File: src/rtl/spg_pkg.sv
package spg_pkg;
   localparam int unsigned SPG_CNT_W   = 10;
   localparam int unsigned SPG_OFFSET  = 278;
   localparam int unsigned SPG_SHIFT   = 5;
   localparam int unsigned SPG_SYNC_N  = 2;

   // saturating increment of a counter held in a 32-bit carrier
   function automatic logic [31:0] spg_sat_inc(input logic [31:0] v, input logic [31:0] lim);
      return (v >= lim) ? lim : v + 32'd1;
   endfunction
endpackage

File: src/rtl/spg_sync.sv
module spg_sync #(
   parameter int unsigned STAGES = 2
) (
   input  logic clk,
   input  logic rst,
   input  logic async_i,
   output logic level_o,
   output logic fall_o
);
   generate
      if (STAGES < 2) begin : g_bad_stages
         $error("spg_sync: STAGES must be at least 2");
      end
   endgenerate

   // chain[STAGES-1] is the synchronized level; chain[STAGES] is its delayed copy
   logic [STAGES:0] chain;

   always_ff @(posedge clk) begin
      if (rst) chain <= '0;
      else     chain <= {chain[STAGES-1:0], async_i};
   end

   assign level_o = chain[STAGES-1];
   assign fall_o  = chain[STAGES] & ~chain[STAGES-1];


   sync_fall_after_high_chk: assert property (@(posedge clk) disable iff (rst)
      fall_o |-> $past(level_o));
endmodule

File: src/rtl/spg_width_meter.sv
module spg_width_meter #(
   parameter int unsigned CNT_W    = 10,
   parameter int unsigned OFFSET   = 278,
   parameter int unsigned SCALE_SH = 5
) (
   input  logic                      clk,
   input  logic                      rst,
   input  logic                      en_i,
   input  logic                      level_i,
   input  logic                      fall_i,
   output logic [CNT_W+SCALE_SH-1:0] width_o
);
   localparam int unsigned PW_W = CNT_W + SCALE_SH;
   localparam logic [31:0] CNT_MAX = (32'd1 << CNT_W) - 32'd1;
   localparam logic [CNT_W-1:0] OFF_V = CNT_W'(OFFSET);

   generate
      if (CNT_W < 2 || CNT_W > 24) begin : g_bad_w
         $error("spg_width_meter: CNT_W out of range");
      end
      if (OFFSET >= (1 << CNT_W)) begin : g_bad_off
         $error("spg_width_meter: OFFSET does not fit the counter");
      end
   endgenerate

   logic [CNT_W-1:0] hi_cnt;
   logic [CNT_W-1:0] excess;
   logic             above;

   always_ff @(posedge clk) begin
      if (rst || !en_i)   hi_cnt <= '0;
      else if (fall_i)    hi_cnt <= '0;
      else if (level_i)   hi_cnt <= CNT_W'(spg_pkg::spg_sat_inc(32'(hi_cnt), CNT_MAX));
   end

   always_comb begin
      above  = hi_cnt > OFF_V;
      excess = above ? hi_cnt - OFF_V : '0;
   end

   generate
      if (SCALE_SH == 0) begin : g_unscaled
         assign width_o = PW_W'(excess);
      end else begin : g_scaled
         assign width_o = {excess, {SCALE_SH{1'b0}}};
      end
   endgenerate


   hold_at_max_chk: assert property (@(posedge clk) disable iff (rst)
      (en_i && level_i && !fall_i && hi_cnt == CNT_W'(CNT_MAX)) |=> hi_cnt == CNT_W'(CNT_MAX));

   count_steps_by_one_chk: assert property (@(posedge clk) disable iff (rst)
      (en_i && level_i && !fall_i && hi_cnt != CNT_W'(CNT_MAX)) |=> hi_cnt == $past(hi_cnt) + 1'b1);
endmodule

File: src/rtl/spg_pulse_timer.sv
module spg_pulse_timer #(
   parameter int unsigned PW_W = 15
) (
   input  logic            clk,
   input  logic            rst,
   input  logic            en_i,
   input  logic            fall_i,
   input  logic [PW_W-1:0] width_i,
   output logic            pulse_o,
   output logic            sat_o
);
   generate
      if (PW_W < 2) begin : g_bad_pw
         $error("spg_pulse_timer: PW_W too small");
      end
   endgenerate

   logic [PW_W-1:0] rem;
   logic            pulse_q;
   logic            sat_q;
   logic            cut_short;

   assign cut_short = pulse_q && (rem != '0);

   always_ff @(posedge clk) begin
      if (rst || !en_i) begin
         rem     <= '0;
         pulse_q <= 1'b0;
         sat_q   <= 1'b0;
      end else if (fall_i) begin
         pulse_q <= (width_i != '0);
         rem     <= (width_i != '0) ? width_i - 1'b1 : '0;
         sat_q   <= cut_short;
      end else if (pulse_q) begin
         if (rem == '0) pulse_q <= 1'b0;
         else           rem     <= rem - 1'b1;
      end
   end

   assign pulse_o = pulse_q;
   assign sat_o   = sat_q;


   rise_on_fall_chk: assert property (@(posedge clk) disable iff (rst)
      $rose(pulse_q) |-> ($past(fall_i) && $past(width_i != '0)));

   end_when_spent_chk: assert property (@(posedge clk) disable iff (rst)
      $fell(pulse_q) |-> ($past(rem == '0) || $past(!en_i) || $past(fall_i)));

   sat_only_at_edge_chk: assert property (@(posedge clk) disable iff (rst)
      $rose(sat_q) |-> $past(fall_i));

   quiet_when_off_chk: assert property (@(posedge clk) disable iff (rst)
      !en_i |=> (!pulse_q && !sat_q));
endmodule

File: src/rtl/spindle_pulse_gen.sv
module spindle_pulse_gen
   import spg_pkg::*;
#(
   parameter int unsigned CNT_W    = SPG_CNT_W,
   parameter int unsigned OFFSET   = SPG_OFFSET,
   parameter int unsigned SCALE_SH = SPG_SHIFT,
   parameter int unsigned SYNC_N   = SPG_SYNC_N
) (
   input  logic clk,
   input  logic rst,
   input  logic ref_in,
   input  logic en,
   output logic pulse_o,
   output logic pulse_oe,
   output logic sat_o
);
   localparam int unsigned PW_W = CNT_W + SCALE_SH;

   logic            ref_lvl;
   logic            ref_fall;
   logic [PW_W-1:0] width;

   spg_sync #(.STAGES(SYNC_N)) u_sync (
      .clk     (clk),
      .rst     (rst),
      .async_i (ref_in),
      .level_o (ref_lvl),
      .fall_o  (ref_fall)
   );

   spg_width_meter #(.CNT_W(CNT_W), .OFFSET(OFFSET), .SCALE_SH(SCALE_SH)) u_meter (
      .clk     (clk),
      .rst     (rst),
      .en_i    (en),
      .level_i (ref_lvl),
      .fall_i  (ref_fall),
      .width_o (width)
   );

   spg_pulse_timer #(.PW_W(PW_W)) u_timer (
      .clk     (clk),
      .rst     (rst),
      .en_i    (en),
      .fall_i  (ref_fall),
      .width_i (width),
      .pulse_o (pulse_o),
      .sat_o   (sat_o)
   );

   assign pulse_oe = en;


   no_drive_when_off_chk: assert property (@(posedge clk) disable iff (rst)
      !pulse_oe |=> !pulse_o);
endmodule

File: config.mk
export PLATFORM = sky130hd
export DESIGN_NAME = spindle_pulse_gen
export DESIGN_NICKNAME = d
export VERILOG_FILES = /design/src/rtl/spg_pkg.sv /design/src/rtl/spg_sync.sv /design/src/rtl/spg_width_meter.sv /design/src/rtl/spg_pulse_timer.sv /design/src/rtl/spindle_pulse_gen.sv
export SDC_FILE = /design/constraint.sdc
export NUM_CORES = 1
export LEC_CHECK = 0
export ABC_AREA = 1
export BUFFER_PORTS_ARGS = -buffer_cell sky130_fd_sc_hd__buf_2
export CAP_MARGIN = 40
export CORE_MARGIN = 3
export CORE_UTILIZATION = 30
export CTS_CLUSTER_DIAMETER = 80
export CTS_CLUSTER_SIZE = 30
export DETAILED_ROUTE_END_ITERATION = 7
export GPL_TIMING_DRIVEN = 0
export HOLD_SLACK_MARGIN = 0.15
export PLACE_DENSITY = 0.42
export SYNTH_ARGS = -nofsm -noshare
export SYNTH_HDL_FRONTEND = slang
export SYNTH_SLANG_ARGS = --single-unit
File: constraint.sdc
create_clock -name clk -period 3.2 [get_ports clk]
set_clock_uncertainty 0.2 [all_clocks]
set_input_delay 0.64 -clock clk [delete_from_list [all_inputs] [get_ports clk]]
set_output_delay 0.64 -clock clk [all_outputs]
set_load 0.02 [all_outputs]
==> impl_metrics.ini <==
[clock_network]
cts_max_level = 2
cts_root_buffer = clkbuf_8
cts_buffers = 5
numClockSinks = 30
postCtsSetupBuffers = 0
ctsHoldBuffers = 0
clock_latency_ns = 0.28
cts_buffer_depth = 2
path_clk_slew_ns = 0.08
cts_tree = yes
cts_resized = 0

[logic_synthesis]
synth_flop_cell = dfxtp_1
syn-num-nets = 333
synth_top_area_cell = dfxtp_1
yosysSeqAreaShare = 0.277
synth.most_common_cell = nand2_1
ys_top_cells_by_area = dfxtp_1 28%, nand2_1 11%, inv_1 7.5%
synth_area_mm2 = 0.00217
synthTopCellsByCount = 63 x nand2_1, 43 x inv_1, 35 x nor2_1
synth.distinct_cells = 36
synth_seq_cells = 30
synth-edff-count = 0
synth_top_area_share = 0.277
postSynthCellCount = 324
ys_async_sr_fraction = 0
yosys_warnings = 0
avgSynthCellArea_um2 = 6.68

[timing]
rsz0062_at_grt = no
max_slew_margin = 0.694
hold_viol = 0
setup_viol = 0
tightest_slew_ns = 0.459
slew_viol_final = 0
max_freq_mhz = 390
fin_crit_sh = 0.802
setup_slack_ns = 0.633
fin_tns_setup_ns = 0
finalCriticalPeriod_ns = 2.57

[floorplanning]
die_w_um = 91.0
row_count = 30
coreArea_mm2 = 0.00691
dieArea_mm2 = 0.00827
start_util = 0.314
pin_count = 7
chipHeight_um = 91.0

[placement]
hpwl_um = 3900
dpl.cell_count = 426
portBuffers = 6
place.gp.congestion = 0.773
post-place-ws_ns = 0.623

[routing]
drt_pass1_iterations = 4
routed_wl_um = 5080
drt_iter0_drc = 104
via_count = 1979
drc = 0
ant_nets = 0
viasPerCell = 4.56
wire_per_inst_um = 11.7

[global_routing]
grt_first_pass_wirelength_um = 8540
grt_max_degree = 11
grt_pass1_vias = 1724
grt_use_met1 = 0.195
use_met3 = 0.0265
antenna_found_initial = 0
grtUsageTotal = 0.127
gr-max-usage-layer = met1
overflow = 0
use_met2 = 0.176

[finish]
multi_input_area_mm2 = 0.00132
n_fill_cell = 801
drive_gt1_frac = 0.160
register_area_um2 = 601
fin_nets = 346
fin_cells = 434
diodes = 0
syn_to_final_growth_pct = 11.3

[status]
status = complete, no violations

[worst_setup_path]
crit_path_max_incr_delay_ns = 0.47
worst_ep_arrival_time_ns = 2.59
required_ns = 3.22
worst_path_most_repeated_cell = nand2_1
rr_worst_depth = 15
cp-end-kind = flip-flop
worstPathMaxFanout = 10
crit_chain = inv_1, ha_1, inv_1, nor2_1, nand2_1, nand3_2, nand2_4, buf_8, nand2_1, ha_1, nand2_2, nor2_4, a21oi_4, nand2_1, a21oi_1
path_class = reg -> reg
crit_path_top_delay_cell = dfxtp_1
startpoint_type = flip-flop

[hold_path]
holdPathStages = 2
hold_path_class = reg -> reg

[job]
maxCapViolCount = 0

[power]
power_leakage_nw = 1.05
power_density_mw_per_mm2 = 326
max-vdd-ir-drop_mv = 0.141
power_w = 0.000787
stage by stage:
stage                     hold WS [ns]  utilization  instance area, µm²
after global placement           0.195        0.335                2320
after global routing             0.217        0.349                2410
after CTS                        0.203        0.349                2410
final                            0.196        0.349                2410
after floorplan                  0.188            -                2170
after detailed placement         0.199        0.335                2320
path summary, 6_finish.rpt:
check,start,end,slack [ns]
worst max-delay path,u_meter.hi_cnt[0],u_timer.rem[8],0.63
worst min-delay path,u_sync.chain[0],u_sync.chain[1],0.20
worst max register to register,u_meter.hi_cnt[0],u_timer.rem[8],0.63
worst min register to register,u_sync.chain[0],u_sync.chain[1],0.20
logic make-up (layout without fill, tap and decap cells):
kind of cell / Yosys count / after routing / synth area share
AO/OA/AOI/OAI: 65 / 65 / 0.185
XOR/XNOR: 17 / 17 / 0.0687
adder cells (fa/ha/maj): 5 / 5 / 0.0289
buffers and inverters: 56 / 70 / 0.112
flip-flops: 30 / 30 / 0.277
AND/OR/NAND/NOR: 151 / 151 / 0.328
report_power, final:
group          total [W]  internal (W)  switching [W]
logic          0.0000660     0.0000221      0.0000439
clock network   0.000338      0.000173       0.000165
registers       0.000383      0.000378     0.00000490
sequential cells by signal, indices dropped and copies added (netlist names):
register and cells:
u_sync.chain 3, u_meter.hi_cnt 10, u_timer.rem 15, u_timer.sat_o 1, u_timer.pulse_o 1
cell usage in the layout (no fill, tap or decap), types with 3 or more instances in the layout:
cell	n
a21oi_1	20
buf_2	7
clkbuf_8	6
dfxtp_1	30
ha_1	5
inv_1	43
inv_2	4
nand2_1	63
nand2_2	12
nand2_4	4
nand3_1	17
nand4_1	4
nor2_1	35
nor2_2	3
nor3_1	5
nor4_1	3
o21ai_0	28
o21ai_1	7
xnor2_1	3
xor2_1	14
cell type report:
class / count / area share
Buffer: 7 / 0.0213
Clock buffer: 6 / 0.0343
Clock inverter: 2 / 0.00519
Tap cell: 96 / 0.0498
Inverter: 49 / 0.0794
Multi-Input combinational cell: 238 / 0.549
Timing Repair Buffer: 6 / 0.0125
Sequential cell: 30 / 0.249
worst max-delay path: cells and delay by family, from the launching register on:
family	cells	cell delay, ns
AND/OR/NAND/NOR	8	0.72
flip-flops	1	0.47
adder cells (fa/ha/maj)	2	0.45
AO/OA/AOI/OAI	2	0.35
buffers and inverters	3	0.32
per-layer routing:
metal | wire [µm] | up-vias
met1 | 2810 | 883
met2 | 2080 | 23
met4 | 51 | 0
met5 | 0 | -
met3 | 136 | 4
li1 | - | 1069
No activity file was read; power rests on OpenSTA's default activity.
